**config.mk**
```make
export PLATFORM = sky130hd
export DESIGN_NAME = exvlan_rx_parser
export DESIGN_NICKNAME = d
export VERILOG_FILES = /design/src/rtl/exvlan_pkg.sv /design/src/rtl/exvlan_byte_pair.sv /design/src/rtl/exvlan_type_classify.sv /design/src/rtl/exvlan_parse_fsm.sv /design/src/rtl/exvlan_result_hold.sv /design/src/rtl/exvlan_rx_parser.sv
export SDC_FILE = /design/constraint.sdc
export NUM_CORES = 1
export LEC_CHECK = 0
export BUFFER_PORTS_ARGS = -buffer_cell sky130_fd_sc_hd__buf_4
export CORE_ASPECT_RATIO = 0.8
export CORE_MARGIN = 1.5
export CORE_UTILIZATION = 30
export DETAILED_ROUTE_END_ITERATION = 6
export GPL_TIMING_DRIVEN = 0
export PLACE_DENSITY = 0.53
export SETUP_SLACK_MARGIN = 0.02
export SLEW_MARGIN = 20
export SYNTH_ARGS = -nofsm -noshare
export SYNTH_HDL_FRONTEND = slang
export SYNTH_SLANG_ARGS = --single-unit
```
**constraint.sdc**
```tcl
create_clock -name clk -period 2.6 [get_ports clk]
set_input_delay 0 -clock clk [delete_from_list [all_inputs] [get_ports clk]]
set_output_delay 0 -clock clk [all_outputs]
set_load 0.02 [all_outputs]
```
**src/rtl/exvlan_pkg.sv**
```systemverilog
package exvlan_pkg;

    localparam int BYTE_W = 8;
    localparam int TYPE_W = 16;
    localparam int VID_W  = 12;

    localparam logic [TYPE_W-1:0] TPID_CVLAN = 16'h8100;

    localparam int N_CTRL = 3;
    localparam logic [TYPE_W-1:0] CTRL_TYPES [N_CTRL] = '{16'h8808, 16'h888E, 16'h8809};

    typedef enum logic [2:0] {
        ST_IDLE,
        ST_MAC,
        ST_TYPE1,
        ST_OUTER_TCI,
        ST_TYPE2,
        ST_INNER_TCI,
        ST_TYPE3,
        ST_BODY
    } pstate_t;

    typedef struct packed {
        logic              inner;
        logic [VID_W-1:0]  vid;
        logic [TYPE_W-1:0] etype;
        logic              no_outer;
        logic              ctrl;
        logic              trunc;
    } presult_t;

endpackage

```
**src/rtl/exvlan_byte_pair.sv**
```systemverilog
module exvlan_byte_pair
    import exvlan_pkg::*;
(
    input  logic                clk,
    input  logic                rst_n,
    input  logic                in_valid,
    input  logic [BYTE_W-1:0]   in_data,
    output logic [2*BYTE_W-1:0] word
);

    logic [BYTE_W-1:0] prev_q;

    always_ff @(posedge clk or negedge rst_n) begin
        if (!rst_n) begin
            prev_q <= '0;
        end else if (in_valid) begin
            prev_q <= in_data;
        end
    end

    // High byte is the one taken on the previous valid cycle.
    assign word = {prev_q, in_data};

endmodule

```
**src/rtl/exvlan_type_classify.sv**
```systemverilog
module exvlan_type_classify
    import exvlan_pkg::*;
(
    input  logic [TYPE_W-1:0] word,
    output logic              is_ctrl
);

    logic [N_CTRL-1:0] hit;

    for (genvar g = 0; g < N_CTRL; g++) begin : g_ctrl_cmp
        assign hit[g] = (word == CTRL_TYPES[g]);
    end

    assign is_ctrl = |hit;

endmodule

```
**src/rtl/exvlan_parse_fsm.sv**
```systemverilog
module exvlan_parse_fsm
    import exvlan_pkg::*;
#(
    parameter int HDR_BYTES = 12
) (
    input  logic              clk,
    input  logic              rst_n,
    input  logic              in_valid,
    input  logic              in_last,
    input  logic [TYPE_W-1:0] word,
    input  logic              word_is_ctrl,
    input  logic              ext_live,
    input  logic [TYPE_W-1:0] tpid,
    output logic              publish,
    output presult_t          fin
);

    localparam int CNT_W = $clog2(HDR_BYTES + 1);

    pstate_t          state, nxt, nxt_pre;
    logic [CNT_W-1:0] cnt;
    logic             half;
    logic             mode_q;
    presult_t         w_q, w_nxt;
    logic             field_done;
    logic             complete;

    // State register and frame-scope registers
    always_ff @(posedge clk or negedge rst_n) begin
        if (!rst_n) begin
            state  <= ST_IDLE;
            cnt    <= '0;
            half   <= 1'b0;
            mode_q <= 1'b0;
            w_q    <= '0;
        end else begin
            state <= nxt;
            w_q   <= w_nxt;
            if (state == ST_IDLE && in_valid) begin
                mode_q <= ext_live;
                cnt    <= CNT_W'(1);
            end else if (state == ST_MAC && in_valid) begin
                cnt <= cnt + 1'b1;
            end
            if (state == ST_IDLE || state == ST_MAC || state == ST_BODY) begin
                half <= 1'b0;
            end else begin
                half <= half ^ in_valid;
            end
        end
    end

    assign field_done = in_valid && half;

    // Next state and working results
    always_comb begin
        nxt_pre = state;
        w_nxt   = w_q;
        unique case (state)
            ST_IDLE: begin
                if (in_valid) begin
                    w_nxt   = '0;
                    nxt_pre = ST_MAC;
                end
            end
            ST_MAC: begin
                if (in_valid && cnt == CNT_W'(HDR_BYTES - 1)) begin
                    nxt_pre = ST_TYPE1;
                end
            end
            ST_TYPE1: begin
                if (field_done) begin
                    if (mode_q) begin
                        if (word_is_ctrl) begin
                            w_nxt.ctrl  = 1'b1;
                            w_nxt.etype = word;
                            nxt_pre     = ST_BODY;
                        end else if (word == tpid) begin
                            nxt_pre = ST_OUTER_TCI;
                        end else begin
                            w_nxt.no_outer = 1'b1;
                            w_nxt.etype    = word;
                            nxt_pre        = ST_BODY;
                        end
                    end else if (word == TPID_CVLAN) begin
                        nxt_pre = ST_INNER_TCI;
                    end else begin
                        w_nxt.ctrl  = word_is_ctrl;
                        w_nxt.etype = word;
                        nxt_pre     = ST_BODY;
                    end
                end
            end
            ST_OUTER_TCI: begin
                if (field_done) begin
                    nxt_pre = ST_TYPE2;
                end
            end
            ST_TYPE2: begin
                if (field_done) begin
                    if (word == TPID_CVLAN) begin
                        nxt_pre = ST_INNER_TCI;
                    end else begin
                        w_nxt.etype = word;
                        nxt_pre     = ST_BODY;
                    end
                end
            end
            ST_INNER_TCI: begin
                if (field_done) begin
                    w_nxt.inner = 1'b1;
                    w_nxt.vid   = word[VID_W-1:0];
                    nxt_pre     = ST_TYPE3;
                end
            end
            ST_TYPE3: begin
                if (field_done) begin
                    w_nxt.etype = word;
                    nxt_pre     = ST_BODY;
                end
            end
            ST_BODY: begin
                nxt_pre = ST_BODY;
            end
            default: begin
                nxt_pre = ST_IDLE;
            end
        endcase
    end

    // Frame end and the published result
    always_comb begin
        publish  = in_valid && in_last;
        nxt      = publish ? ST_IDLE : nxt_pre;
        complete = (nxt_pre == ST_BODY);
        fin      = '0;
        if (complete) begin
            fin       = w_nxt;
            fin.trunc = 1'b0;
        end else begin
            fin.trunc = 1'b1;
        end
    end

endmodule

```
**src/rtl/exvlan_result_hold.sv**
```systemverilog
module exvlan_result_hold
    import exvlan_pkg::*;
(
    input  logic     clk,
    input  logic     rst_n,
    input  logic     publish,
    input  presult_t fin,
    output logic     res_valid,
    output presult_t res
);

    always_ff @(posedge clk or negedge rst_n) begin
        if (!rst_n) begin
            res_valid <= 1'b0;
            res       <= '0;
        end else begin
            res_valid <= publish;
            if (publish) begin
                res <= fin;
            end
        end
    end

endmodule

```
**src/rtl/exvlan_rx_parser.sv**
```systemverilog
module exvlan_rx_parser
    import exvlan_pkg::*;
#(
    parameter int HDR_BYTES = 12
) (
    input  logic              clk,
    input  logic              rst_n,
    input  logic              in_valid,
    input  logic [BYTE_W-1:0] in_data,
    input  logic              in_last,
    input  logic              ext_mode_en,
    input  logic [TYPE_W-1:0] outer_tpid,
    output logic              res_valid,
    output logic              res_inner_present,
    output logic [VID_W-1:0]  res_inner_vid,
    output logic [TYPE_W-1:0] res_payload_type,
    output logic              res_no_outer_err,
    output logic              res_trunc_err,
    output logic              res_ctrl_frame
);

    logic [TYPE_W-1:0] word;
    logic              word_is_ctrl;
    logic              publish;
    presult_t          fin;
    presult_t          res;

    exvlan_byte_pair i_pair (
        .clk      (clk),
        .rst_n    (rst_n),
        .in_valid (in_valid),
        .in_data  (in_data),
        .word     (word)
    );

    exvlan_type_classify i_cls (
        .word    (word),
        .is_ctrl (word_is_ctrl)
    );

    exvlan_parse_fsm #(.HDR_BYTES(HDR_BYTES)) i_fsm (
        .clk          (clk),
        .rst_n        (rst_n),
        .in_valid     (in_valid),
        .in_last      (in_last),
        .word         (word),
        .word_is_ctrl (word_is_ctrl),
        .ext_live     (ext_mode_en),
        .tpid         (outer_tpid),
        .publish      (publish),
        .fin          (fin)
    );

    exvlan_result_hold i_hold (
        .clk       (clk),
        .rst_n     (rst_n),
        .publish   (publish),
        .fin       (fin),
        .res_valid (res_valid),
        .res       (res)
    );

    assign res_inner_present = res.inner;
    assign res_inner_vid     = res.vid;
    assign res_payload_type  = res.etype;
    assign res_no_outer_err  = res.no_outer;
    assign res_trunc_err     = res.trunc;
    assign res_ctrl_frame    = res.ctrl;

endmodule

```
==> metrics.md <==
| Metric | Value |
|---|---|
| Top cell type's share of synthesized area | 0.443 |
| CTS tree | built |
| Register area share after synthesis | 0.443 |
| GR Util All Layers | 0.200 |
| Clk network pwr share | 0.416 |
| Final setup fails | 0 |
| Starting density of the core | 0.306 |
| Setup crit end kind | register |
| Lkg Pwr | 2.68 nW |
| Total gr overflow | 0 |
| Largest delay contributor family on the critical path | compound AO/OA/AOI/OAI gates |
| Clock Latency Late Sink | 0.35 ns |
| Mapped Cells | 483 |
| DR iter-0 viols | 383 |
| Post-DRT Antenna Nets | 0 |
| Avg Synthesized Cell Area | 9.48 sq um |
| Die width | 141 um |
| WL final | 15300 um |
| Clk root buf | clkbuf_16 |
| Worst reg-to-reg path cell count | 10 |
| Post-synthesis net count | 514 |
| Slowest-stage cell, CP | dfrtp_1 |
| Synth Warn # | 0 |
| Worst hold margin | 0.141 ns |
| Setup crit end | i_hold.res[18] |
| Crit path largest cell delay | 0.43 ns |
| Number of global-route vias before repair | 4299 |
| Pwr Total | 0.00343 W |
| Clock Pin Slew Worst Setup and Hold Paths | 0.07 ns |
| Fmax | 397 MHz |
| Flop pwr share | 0.410 |
| Period utilisation layout | 0.969 |
| Share of layout cells above drive strength 1 | 0.259 |
| Crit path time final | 2.52 ns |
| Final Hold Fails | 0 |
| Row count | 40 |
| Cell Area, Synth | 4580 sq um |
| Setup TNS | 0 ns |
| Htree depth | 3 |
| Crit path buffers/inverters | 3 |
| Startpoint types | register |
| Slew Viols, Final | 0 |
| Worst Path Required | 2.89 ns |
| Chip height | 114 um |
| Syn-to-layout area delta | 29.8% |
| Nets | 597 |
| Sw Ratio | 0.291 |
| Combinational Power Share | 0.173 |
| RR Endpoint | i_hold.res[18] |
| Final HPWL DP | 10100 um |
| Post-DP Area | 5220 sq um |
| Gp weighted congestion | 0.866 |
| CTS Buf Count | 9 |
| Reg-to-reg startpoint | i_pair.prev_q[1] |
| DRC Markers | 0 |
| Power Density | 577 nW/um^2 |
| First-pass GRT wire length | 24300 um |
| Via count | 4200 |
| Synth cell types | 55 |
| Top cells by area, synth | dfrtp_1 (44%), a22o_1 (7.8%), a21oi_1 (3.8%) |
| Bufs on Longest Clock Path | 2 |
| Max_cap viols | 0 |
| IO buf count | 54 |
| Critical Path, Cell by Cell | buf_8 > xnor2_2 > nand4_1 > nor4_4 > buf_6 > buf_4 > nand3_2 > a221o_1 > a31oi_4 > a22o_4 |
| Worst setup startpoint | i_pair.prev_q[1] |
| Sink Count | 81 |
| EDFF count, synth | 0 |
| Hold WC Path Type | in2reg |
| Core Region | 15000 sq um |
| Synth area leader | dfrtp_1 |
| Internal power | 0.00243 W |
| Die area | 16000 sq um |
| Max VDD drop | 0.309 mV |
| P_sw | 0.000997 W |
| Least-Margin Pin Slew | 0.769 ns |
| WP data arrival | 2.81 ns |
| First-pass iteration count of the detailed router | 5 |
| ANT cells | 0 |
| Slew headroom | 0.487 |
| Antenna violations before repair | 0 |
| R2r setup slk | 0.08 ns |
| Avg WL per Cell | 20.1 um |
| Crit path max fanout | 6 |
| Largest net degree at the start of global routing | 82 |
| Top FF cell, synth | dfrtp_1 |
| WP depth | 10 |
| Ports | 62 |
| Worst Path Class, Setup | reg2reg |
| Number of synthesized register bits | 81 |
| Final Skew | 0.00778 ns |
| Run status | complete, no violations |
| # fillers | 1468 |
| Fin area | 5940 sq um |
| FFs w/ async S/R, synth | 1.00 |
| RSZ-0062 raised after global routing | yes |
| Via density | 5.53 |
power by group through the flow:
| stage | Clock (W) | Combinational (W) | Sequential (W) |
|---|---|---|---|
| after floorplan | 0 | 0.000381 | 0.00139 |
| after global placement | 0 | 0.000550 | 0.00140 |
| after detailed placement | 0 | 0.000563 | 0.00140 |
| after CTS | 0.00146 | 0.000578 | 0.00139 |
| after global routing | 0.00152 | 0.000657 | 0.00142 |
| final | 0.00143 | 0.000595 | 0.00141 |
per-layer routing:
metal	GRT usage	share of wire	vias up
met5	0	0	-
met4	0.0590	0.017	0
met3	0.0500	0.060	24
met2	0.297	0.43	139
met1	0.286	0.49	2062
li1	-	-	1975
cell usage after synthesis (4+ instances only):
master	number
dfrtp_1	81
nor2_1	46
a22o_1	41
a21oi_1	35
clkbuf_1	32
o21ai_0	28
nand2_1	24
o31ai_1	20
nor3_1	18
xnor2_1	16
nand2b_1	15
a211oi_1	9
a21o_1	9
nand4_1	9
inv_1	8
mux2_2	7
buf_2	6
nand3_1	6
o221ai_1	6
buf_6	5
a31oi_1	4
and2_1	4
and3_1	4
registers in the layout (all words and copies together), names as in the netlist:
name and count:
i_fsm.w_q 31, i_fsm.cnt 4, i_fsm.mode_q 1, i_hold.res 32, i_hold.res_valid 1, i_pair.prev_q 8
i_fsm.half 1, i_fsm.state 3
how the worst min path moves through the flow:
| stage | startpoint | to | slack, ns | cells after the start |
|---|---|---|---|---|
| floorplan | rst_n | i_fsm.cnt[0] | -0.30 | 0 |
| global placement | ext_mode_en | i_fsm.mode_q | 0.25 | 2 |
| detailed placement | ext_mode_en | i_fsm.mode_q | 0.25 | 2 |
| CTS | in_data[6] | i_fsm.w_q[25] | 0.12 | 2 |
| global route | in_data[6] | i_fsm.w_q[25] | 0.14 | 2 |
| finish | in_data[6] | i_fsm.w_q[25] | 0.14 | 2 |
layout by cell type, fill, tap and decap left out, drive strengths merged, types with 3 or more instances in the layout:
cell type and instances:
a211oi 9, a21o 9, a21oi 35, a221oi 3, a22o 42, a31oi 5, a32o 3, and2 4
and3 4, and3b 3, buf 86, clkbuf 40, dfrtp 81, dlygate4sd3 3, inv 10, mux2 7
nand2 24, nand2b 15, nand3 6, nand4 10, nor2 48, nor3 20, nor4 6, o21ai 28
o221ai 6, o22ai 3, o31ai 20, xnor2 16
kinds of logic (layout without fill, tap and decap cells):
logic type | Yosys count | count (layout) | synth area share
AOI/OAI and AO/OA | 173 | 173 | 0.270
and+or+nand+nor | 147 | 147 | 0.174
DFF | 81 | 81 | 0.443
buffers and inverters | 55 | 143 | 0.0557
xor gates and xnor gates | 16 | 16 | 0.0306
muxes | 9 | 9 | 0.0216
adders and majority gates | 2 | 2 | 0.00546
area by class of cell:
class	count	area, sq um	area share
tap	189	236	0.0398
multi-input combinational	347	2390	0.403
inverter	9	35.0	0.00590
timing repair buffer	78	678	0.114
clock buffer	11	243	0.0409
clock inverter	5	86.3	0.0145
buffer	40	236	0.0398
sequential	81	2030	0.342
through the flow:
step	cells	setup slack [ns]	util
floorplan	483	0.232	-
global placement	726	-0.455	0.349
detailed placement	726	-0.492	0.349
CTS	759	0.0204	0.393
global route	760	-0.00727	0.397
finish	760	0.0818	0.397
worst register-to-register path: cells and delay by family, from the launching register on:
family	cells	cell delay (ns)
simple gates	3	0.69
xor+xnor	1	0.11
flops	1	0.43
buf+inv	3	0.43
compound gates	3	0.80
timing repair:
| action | CTS | global route |
|---|---|---|
| cloned | 2 | 0 |
| pin swaps | 9 | 22 |
| hold buffers | 3 | 0 |
| setup buffers | 16 | 6 |
| gates resized for setup | 26 | 33 |
| hold endpoints to repair | 83 | 0 |
| endpoints found under the setup margin | 57 | 44 |
(Power assumes the default switching activity.)
